<file path="src/rtl/sched_pkg.sv">
package sched_pkg;

    localparam int NREG      = 8;
    localparam int TGT_W     = $clog2(NREG);
    localparam int AMT_W     = 8;
    localparam int DLY_W     = 16;
    localparam int CNT_W     = 32;
    localparam int BANK_W    = 16;
    localparam int DEF_SLOTS = 8;

    typedef logic [CNT_W-1:0] tick_t;

    typedef struct packed {
        logic [TGT_W-1:0]        tgt;
        logic signed [AMT_W-1:0] amt;
        tick_t                   due;
    } pend_t;

    // True once the counter has reached or passed the due stamp (wrap-safe).
    function automatic logic reached(tick_t now, tick_t due);
        tick_t diff;
        diff = now - due;
        return !diff[CNT_W-1];
    endfunction

    function automatic pend_t make_entry(logic [TGT_W-1:0] tgt,
                                         logic signed [AMT_W-1:0] amt,
                                         logic [DLY_W-1:0] dly,
                                         tick_t now);
        pend_t e;
        e.tgt = tgt;
        e.amt = amt;
        e.due = now + tick_t'(dly);
        return e;
    endfunction

endpackage

</file>
<file path="src/rtl/sched_cycle_timer.sv">
module sched_cycle_timer
    import sched_pkg::*;
(
    input  logic  clk,
    input  logic  rst,
    output tick_t now
);

    tick_t cnt_q;

    always_ff @(posedge clk) begin
        if (rst) cnt_q <= '0;
        else     cnt_q <= cnt_q + tick_t'(1);
    end

    assign now = cnt_q;

endmodule

</file>
<file path="src/rtl/sched_slot_queue.sv">
module sched_slot_queue
    import sched_pkg::*;
#(
    parameter int NUM_SLOTS = DEF_SLOTS,
    localparam int CW = $clog2(NUM_SLOTS + 1),
    localparam int IW = (NUM_SLOTS > 1) ? $clog2(NUM_SLOTS) : 1
) (
    input  logic                  clk,
    input  logic                  rst,
    input  tick_t                 now,
    input  logic                  push_en,
    input  pend_t                 push_ent,
    output logic                  full,
    output logic [NUM_SLOTS-1:0]  due_vec,
    output pend_t [NUM_SLOTS-1:0] slots,
    output logic [CW-1:0]         count
);

    logic [NUM_SLOTS-1:0]  valid_q;
    pend_t [NUM_SLOTS-1:0] slot_q;
    logic [CW-1:0]         count_q;
    logic                  free_hit;
    logic [IW-1:0]         free_idx;
    logic [CW-1:0]         release_n;
    logic                  take;

    // Lowest-index free slot.
    always_comb begin
        free_hit = 1'b0;
        free_idx = '0;
        for (int i = 0; i < NUM_SLOTS; i++) begin
            if (!valid_q[i] && !free_hit) begin
                free_hit = 1'b1;
                free_idx = IW'(i);
            end
        end
    end

    for (genvar g = 0; g < NUM_SLOTS; g++) begin : g_due
        assign due_vec[g] = valid_q[g] && reached(now, slot_q[g].due);
    end

    always_comb begin
        release_n = '0;
        for (int i = 0; i < NUM_SLOTS; i++)
            release_n = release_n + CW'(due_vec[i]);
    end

    assign take = push_en && free_hit;

    always_ff @(posedge clk) begin
        if (rst) begin
            valid_q <= '0;
            count_q <= '0;
        end else begin
            for (int i = 0; i < NUM_SLOTS; i++)
                if (due_vec[i]) valid_q[i] <= 1'b0;
            if (take) begin
                valid_q[free_idx] <= 1'b1;
                slot_q[free_idx]  <= push_ent;
            end
            count_q <= count_q + CW'(take) - release_n;
        end
    end

    assign full  = &valid_q;
    assign slots = slot_q;
    assign count = count_q;

    a_r6_count_tracks: assert property (@(posedge clk) disable iff (rst)
        32'(count_q) == $countones(valid_q));

    for (genvar g = 0; g < NUM_SLOTS; g++) begin : g_chk
        a_r6_slot_freed: assert property (@(posedge clk) disable iff (rst)
            due_vec[g] |=> !valid_q[g]);
        a_r3_not_late: assert property (@(posedge clk) disable iff (rst)
            valid_q[g] |-> ($signed(now - slot_q[g].due) <= 1));
    end

endmodule

</file>
<file path="src/rtl/sched_add_combiner.sv">
module sched_add_combiner
    import sched_pkg::*;
#(
    parameter int NUM_SLOTS = DEF_SLOTS,
    parameter int REG_W     = BANK_W
) (
    input  logic [NUM_SLOTS-1:0]       due_vec,
    input  pend_t [NUM_SLOTS-1:0]      slots,
    output logic [NREG-1:0][REG_W-1:0] delta
);

    for (genvar r = 0; r < NREG; r++) begin : g_reg
        always_comb begin
            delta[r] = '0;
            for (int i = 0; i < NUM_SLOTS; i++) begin
                if (due_vec[i] && slots[i].tgt == TGT_W'(r))
                    delta[r] = delta[r] +
                        {{(REG_W-AMT_W){slots[i].amt[AMT_W-1]}}, slots[i].amt};
            end
        end
    end

endmodule

</file>
<file path="src/rtl/sched_reg_bank.sv">
module sched_reg_bank
    import sched_pkg::*;
#(
    parameter int REG_W = BANK_W
) (
    input  logic                       clk,
    input  logic                       rst,
    input  logic [NREG-1:0][REG_W-1:0] delta,
    input  logic [TGT_W-1:0]           rd_index,
    output logic [REG_W-1:0]           rd_data
);

    logic [NREG-1:0][REG_W-1:0] regs_q;

    for (genvar r = 0; r < NREG; r++) begin : g_acc
        always_ff @(posedge clk) begin
            if (rst) regs_q[r] <= '0;
            else     regs_q[r] <= regs_q[r] + delta[r];
        end
    end

    assign rd_data = regs_q[rd_index];

endmodule

</file>
<file path="src/rtl/deferred_add_sched.sv">
module deferred_add_sched
    import sched_pkg::*;
#(
    parameter int NUM_SLOTS = DEF_SLOTS,
    parameter int REG_W     = BANK_W,
    localparam int CW = $clog2(NUM_SLOTS + 1)
) (
    input  logic              clk,
    input  logic              rst,
    input  logic              post_valid,
    output logic              post_ready,
    input  logic [TGT_W-1:0]  post_target,
    input  logic [AMT_W-1:0]  post_amount,
    input  logic [DLY_W-1:0]  post_delay,
    input  logic [TGT_W-1:0]  rd_index,
    output logic [REG_W-1:0]  rd_data,
    output logic [CW-1:0]     pending_count
);

    tick_t                      now;
    logic                       full;
    logic [NUM_SLOTS-1:0]       due_vec;
    pend_t [NUM_SLOTS-1:0]      slots;
    logic [NREG-1:0][REG_W-1:0] delta;
    pend_t                      new_ent;
    logic                       push_en;

    assign post_ready = !full;
    assign push_en    = post_valid && post_ready;
    assign new_ent    = make_entry(post_target, post_amount, post_delay, now);

    sched_cycle_timer u_timer (
        .clk (clk),
        .rst (rst),
        .now (now)
    );

    sched_slot_queue #(.NUM_SLOTS(NUM_SLOTS)) u_queue (
        .clk      (clk),
        .rst      (rst),
        .now      (now),
        .push_en  (push_en),
        .push_ent (new_ent),
        .full     (full),
        .due_vec  (due_vec),
        .slots    (slots),
        .count    (pending_count)
    );

    sched_add_combiner #(.NUM_SLOTS(NUM_SLOTS), .REG_W(REG_W)) u_comb (
        .due_vec (due_vec),
        .slots   (slots),
        .delta   (delta)
    );

    sched_reg_bank #(.REG_W(REG_W)) u_bank (
        .clk      (clk),
        .rst      (rst),
        .delta    (delta),
        .rd_index (rd_index),
        .rd_data  (rd_data)
    );

    a_r7_ready_matches_room: assert property (@(posedge clk) disable iff (rst)
        post_ready == (32'(pending_count) < NUM_SLOTS));

    a_r7_refused_no_growth: assert property (@(posedge clk) disable iff (rst)
        (post_valid && !post_ready) |=> (pending_count <= $past(pending_count)));

    a_r8_idle_regs_hold: assert property (@(posedge clk) disable iff (rst)
        (pending_count == '0) |=>
            (rd_index != $past(rd_index) || rd_data == $past(rd_data)));

endmodule

</file>
<file path="config.mk">
export PLATFORM = sky130hd
export DESIGN_NAME = deferred_add_sched
export DESIGN_NICKNAME = d
export VERILOG_FILES = /design/src/rtl/sched_pkg.sv /design/src/rtl/sched_cycle_timer.sv /design/src/rtl/sched_slot_queue.sv /design/src/rtl/sched_add_combiner.sv /design/src/rtl/sched_reg_bank.sv /design/src/rtl/deferred_add_sched.sv
export SDC_FILE = /design/constraint.sdc
export NUM_CORES = 2
export LEC_CHECK = 0
export BUFFER_PORTS_ARGS = -buffer_cell sky130_fd_sc_hd__buf_2
export CORE_UTILIZATION = 40
export DETAILED_ROUTE_END_ITERATION = 12
export SLEW_MARGIN = 20
export SYNTH_ARGS = -nofsm -noshare
export SYNTH_HDL_FRONTEND = slang
export SYNTH_SLANG_ARGS = --single-unit
</file>
<file path="constraint.sdc">
create_clock -name clk -period 14.1 [get_ports clk]
set_input_delay 0.705 -clock clk [delete_from_list [all_inputs] [get_ports clk]]
set_output_delay 0.705 -clock clk [all_outputs]
set_load 0.02 [all_outputs]
</file>
Yosys cells after proc, flatten, opt, wreduce, memory -nomap -nowiden
Cells that the tools add are included.

cells by class
  bitwise gates (word level) = 2
  order comparisons = 3
  $add $sub $neg = 83
  reduce and logical (&&, ||, !) cells = 114
  equal/unequal tests = 56
  multiplexer cells = 103

operator list
  cell                   number
  $mux 16                65
  $add 16x16->16         64
  $bwmux 344             1
  $sub 32x32->32         8
  $demux 43 s3           1
  $eq 3x3->1 const B     32
  $logic_and 1x1->1      82
  $bmux 16 s3            1
  $eq 3x2->1 const B     16
  $mux 43                1
  $add 32x1->32 const B  1
  $add 32x16->32         1
  $add 4x1->4            7
  $mux 1                 26
  $eq 3x1->1 const B     8
  $logic_not 3->1        8
  $logic_not 1->1        22
  $mux 3                 4
  $lt 3x4->1 const B     2
  $mux 8                 1
  $or 8x8->8             1
  $reduce_and 8->1       1
  $mux 2                 2
  $sub 4x4->4            1
  5 further kinds        5

word-level totals
  bits in registers = 516
  logic and storage cells = 396
  input bits = 33
  output and inout bits = 21

Depth between registers and ports, before layout
  depth after elaboration = 27
  mapped depth = 72

By module
A second synthesis with hierarchy kept.

second synthesis, totals
  cell total of the unflattened synthesis = 9,180
  area total of the unflattened synthesis = 74,791.7 sq um

by module, submodules not included
  module              cells each  area an instance (sq um)  instances
  sched_add_combiner  6,505       45,419.8                  1
  sched_slot_queue    1,337       17,300.3                  1
  sched_reg_bank      1,011       9,376.5                   1
  sched_cycle_timer   168         1,475.2                   1
  deferred_add_sched  159         1,219.9                   1

Least setup slack after synthesis
Ideal clock, no wire load.

  kind = register -> register
  start = reg u_timer.cnt_q[13], in the netlist u_timer.now[13]
  end = reg u_bank.regs_q[47] (netlist bit)
  arrival = 12.625 ns
  cell stages (with the launch flop) = 68
  path slack = 1.410 ns
  required time = 14.035 ns
  setup time = 0.065 ns
  buffers on the path = 2
  clock period less this slack = 12.690 ns
  path through = dfxtp_1 -> ha_1 -> a21oi_1 -> nand2_1 -> a221oi_2 -> o41ai_2 -> a211o_1 -> buf_6 -> buf_2 -> a2111oi_0 -> ha_1 -> inv_1 -> fa_1 -> inv_1 -> a21o_1 -> o2111ai_1 -> and4_1 -> or4_1 -> [32 not listed] -> o21ba_2 -> a21oi_1 -> xor2_1 -> nand2_1 -> a21bo_2 -> ha_1 -> a21o_1 -> a21oi_1 -> xnor2_1 -> mux2_2 -> ha_1 -> a21o_1 -> a31o_2 -> xnor3_1 -> xnor2_1 -> xnor2_1 -> xnor3_1 -> nor2_1

between the ends
  word-level cells in the longest chain between the ends = 20

ends and longest elaborated chain
  what                            RTL line                  RTL
  start: declaration              sched_cycle_timer.sv:9    tick_t cnt_q;
  start signal: assignment        sched_cycle_timer.sv:13   else cnt_q <= cnt_q + tick_t'(1);
  $sub 32x32->32                  sched_pkg.sv:22           diff = now - due;
  $logic_not 1->1                 sched_pkg.sv:23           return !diff[CNT_W-1];
  $logic_and 1x1->1               sched_slot_queue.sv:40    assign due_vec[g] = valid_q[g] && reached(now, slot_q[g].due);
  $logic_and 1x1->1               sched_add_combiner.sv:16  if (due_vec[i] && slots[i].tgt == TGT_W'(r))
  $mux 16                         sched_add_combiner.sv:16
  $add 16x16->16                  sched_add_combiner.sv:17  delta[r] = delta[r] +
  $mux 16                         sched_add_combiner.sv:16
  $add 16x16->16                  sched_add_combiner.sv:17
  [4 not listed]                  n/a
  $mux 16                         sched_add_combiner.sv:16
  $add 16x16->16                  sched_add_combiner.sv:17
  $mux 16                         sched_add_combiner.sv:16
  $add 16x16->16                  sched_add_combiner.sv:17
  $mux 16                         sched_add_combiner.sv:16
  $add 16x16->16                  sched_add_combiner.sv:17
  $mux 16 (*)                     sched_add_combiner.sv:16
  $add 16x16->16 (*)              sched_reg_bank.sv:18      else regs_q[r] <= regs_q[r] + delta[r];
  end signal: indexed assignment  sched_reg_bank.sv:18
  end: declaration                sched_reg_bank.sv:13      logic [NREG-1:0][REG_W-1:0] regs_q;

Mark *: on every way between the ends. The rest lies on a longest branch, timed or not.
A chain may end at the register's enable or synchronous reset.

Worst setup path in the final report
  start = reg u_queue.slot_q (netlist bit u_queue.slots[24])
  end = reg u_bank.regs_q[31] (netlist bit)

between the ends
  word-level cells in the longest chain between the ends = 20

ends and longest elaborated chain
  what                              RTL line                  RTL
  start: declaration                sched_slot_queue.sv:20    pend_t [NUM_SLOTS-1:0] slot_q;
  start signal: indexed assignment  sched_slot_queue.sv:60    slot_q[free_idx] <= push_ent;
  $sub 32x32->32 (*)                sched_pkg.sv:22
  $logic_not 1->1 (*)               sched_pkg.sv:23
  $logic_and 1x1->1 (*)             sched_slot_queue.sv:40
  $logic_and 1x1->1 (*)             sched_add_combiner.sv:16
  $mux 16 (*)                       sched_add_combiner.sv:16
  $add 16x16->16                    sched_add_combiner.sv:17
  $mux 16 (*)                       sched_add_combiner.sv:16
  $add 16x16->16                    sched_add_combiner.sv:17
  [4 not listed]                    n/a
  $mux 16 (*)                       sched_add_combiner.sv:16
  $add 16x16->16                    sched_add_combiner.sv:17
  $mux 16 (*)                       sched_add_combiner.sv:16
  $add 16x16->16                    sched_add_combiner.sv:17
  $mux 16 (*)                       sched_add_combiner.sv:16
  $add 16x16->16                    sched_add_combiner.sv:17
  $mux 16 (*)                       sched_add_combiner.sv:16
  $add 16x16->16 (*)                sched_reg_bank.sv:18

Marked as above.

==> out/qor.csv <==
stage;metric;value;unit
setup_path;Crit path arrival time;14030;ps
timing;relative slew slack;0.1964;
cells_and_area;Filler cells;18170;
drt;vias per cell;5.890;
floorplanning;total core area;186000;µm²
drt;Vias;70660;
setup_path;CP Buf/Inv Count;9;
setup_path;Startpoint Class;register;
cells_and_area;Layout Utilization;0.4490;
power_and_ir_drop;Max IR drop VDD;83.61;µV
placement;dpl hpwl;210500;µm
floorplanning;Horiz. Die Dim;435.3;µm
cells_and_area;Layout area overhead;11.22;%
clock_tree;CTS clk-pin slew, worst paths;70;ps
setup_path;Most common cell on crit path;ha_1;
placement;Final GP Congestion;0.9846;
drt;Iteration-0 DRC Markers;5809;
drt;DRT Wirelength;261700;µm
clock_tree;htree depth;3;
cells_and_area;Nets;10770;
setup_path;kind of cell adding the most delay to the critical path;compound AO/OA/AOI/OAI gates;
power_and_ir_drop;clock power share;0.462;
setup_path;CP Max Fanout;29;
drt;drt first pass iters;6;
floorplanning;num rows;158;
power_and_ir_drop;Static Leak;39.40;nW
power_and_ir_drop;Sw Pwr;1.064;mW
power_and_ir_drop;sequential power share;0.435;
yosys;sequential share of the synthesized area;0.1834;
job;Max Cap Viol;0;
grt;vias in the first global route;66670;
timing;worst setup margin;612.9;ps
clock_tree;clock sinks;516;
yosys;#FFs+latches synth;516;
timing;Max Clock Freq;0.07414;GHz
clock_tree;CTS Hold Buffers Added;0;
grt;Tot GR Track Use;0.2657;
floorplanning;Die ar.;189500;µm²
clock_tree;clk root buf;clkbuf_16;
placement;PortBufs;53;
status;status;completed;
setup_path;Setup crit end kind;register;
timing;Setup TNS;0;ps
setup_path;Crit Path Category;register to register;
timing;Final Setup Violations;0;
grt;total congestion overflow;0;
cells_and_area;layout cells sized above 1;0.1144;
timing;crit share post-route;0.9565;
timing;Clock Skew;56.93;ps
clock_tree;worst skew pair latency;720;ps
grt;initial antenna violation count;12;
clock_tree;CTS Buf Count;67;
setup_path;crit path max-delay cell type;ha_1;
yosys;Post-synth EDFFs;344;
power_and_ir_drop;Sw Ratio;0.2790;
yosys;Avg Cell Area, Syn;8.154;µm²
timing;RSZ-0062 raised after global routing;yes;
min_path;hold crit path type;input pin to register;
cells_and_area;most frequent cells in the layout;ha_1 (1,192), nor2_1 (875), nand2_1 (758);
setup_path;critical path's largest stage delay;470;ps
power_and_ir_drop;Pwr Density;45.66;nW/µm²
floorplanning;Starting Density;0.4037;
drt;Avg WL per Cell;21.82;µm
clock_tree;CTS tree;done;
cells_and_area;most common cell after layout, fill and taps aside;ha_1;
floorplanning;Die Ht;435.3;µm
timing;fin. max-slew vios;0;
yosys;synthesized area;75090;µm²
yosys;Yosys cell types;102;
yosys;Synth Instances;9209;
yosys;Post-Syn Nets;10520;
timing;Tmin final;13490;ps
setup_path;worst endpoint required time;14640;ps
timing;Final Hold Fails;0;
yosys;ys flop type;edfxtp_1;
power_and_ir_drop;Internal;2.749;mW
floorplanning;IO Count;54;
placement;setup slack at placement;237.0;ps
yosys;YS warnings;0;
yosys;Async S/R FF share, synth;0;
clock_tree;CTS Buffer Depth;3;
grt;first-pass GRT wire length;391400;µm
drt;Post-DRT Antenna Nets;0;
timing;Worst-Margin Slew;1203;ps
grt;largest net degree at the start of global routing;73;
power_and_ir_drop;combinational group share of total power;0.103;
drt;DRC viols;0;
cell type report:
type	count	area, µm²	share of cell area
timing repair buffer	411	3059	0.03663
tap	2480	3103	0.03715
antenna	3	7.507	0.00008988
inverter	656	2462	0.02948
multi-input combinational	7807	58890	0.7051
clock inverter	32	374.1	0.004479
sequential	516	13770	0.1649
clock buffer	92	1852	0.02217
worst reg2reg max path, delay by kind of cell, from the launching register on:
family | cells | cell delay (ps)
buf+inv | 9 | 1060
simple gates | 12 | 1650
flops | 1 | 360
mux | 3 | 930
compound gates | 22 | 4620
xor+xnor | 5 | 1200
fa+ha+maj | 11 | 3520
flip-flops by register name, indices dropped and copies added (netlist names):
register,cells
u_queue.valid_q,8
u_queue.slots,344
u_bank.regs_q,128
u_queue.count,4
u_timer.now,32
cells by family after synthesis:
| logic type | count (synthesis) | share of synthesized area |
|---|---|---|
| simple gates | 2902 | 0.1811 |
| compound gates | 2463 | 0.2154 |
| fa+ha+maj | 1295 | 0.2232 |
| buf+inv | 886 | 0.04467 |
| xor+xnor | 774 | 0.09266 |
| flops | 516 | 0.1834 |
| mux | 373 | 0.05950 |
final timing paths:
check                      from            endpoint  slack (ps)  depth (start not counted)
max           u_queue.slots[24]   u_bank.regs_q[31]         610                         62
min              post_amount[7]  u_queue.slots[211]         390                          1
min reg2reg  u_bank.regs_q[112]  u_bank.regs_q[112]         600                          2
max reg2reg   u_queue.slots[24]   u_bank.regs_q[31]         610                         62
metal layers:
metal | GRT usage | wire (µm) | share of wire | vias to the layer above
li1 | - | - | - | 34120
met1 | 0.3592 | 116300 | 0.44 | 33960
met2 | 0.4290 | 116000 | 0.44 | 2168
met3 | 0.03540 | 18950 | 0.072 | 420
met4 | 0.09871 | 10410 | 0.040 | 4
met5 | 0 | 16 | 0.000061 | -
synthesized netlist by cell type (96+ instances only):
library cell	count	share of area
nor2b_1	176	0.015
nand2_1	760	0.038
ha_1	1203	0.20
a31oi_1	96	0.0080
mux2_2	251	0.038
a21o_1	242	0.024
dfxtp_1	172	0.046
o21ai_0	542	0.036
o211ai_1	116	0.012
xnor2_1	489	0.057
a211oi_1	97	0.0097
inv_1	655	0.033
or3_1	109	0.0091
clkbuf_1	189	0.0094
xor2_1	272	0.032
o21a_1	158	0.016
and3_1	98	0.0082
edfxtp_1	344	0.14
nand3_1	217	0.014
nor3_1	272	0.018
nor2_1	882	0.044
a21oi_1	605	0.040
power by group through the flow:
stage / logic (mW) / clock network, mW / registers [mW]
2_1_floorplan: 0.253 / 0 / 1.68
3_3_place_gp: 0.372 / 0 / 1.69
3_5_place_dp: 0.381 / 0 / 1.69
4_1_cts: 0.384 / 1.80 / 1.66
5_1_grt: 0.432 / 1.84 / 1.66
6_report: 0.395 / 1.76 / 1.66
repair_timing:
item,CTS,global route
endpoints found under the setup margin,0,15
buffers inserted,0,12
resized for setup,0,185
per-stage QoR:
step / power, mW / instances / hold slack [ps] / instance area, µm²
finish: 3.813 / 12000 / 395.0 / 83520
global route: 3.931 / 12000 / 376.0 / 83520
CTS: 3.836 / 11980 / 355.5 / 82560
detailed placement: 2.070 / 11860 / 583.6 / 80330
global placement: 2.061 / 11860 / 564.1 / 80330
floorplan: 1.932 / 9209 / 486.5 / 75090
Note: power is estimated with default switching activity, not from simulation.
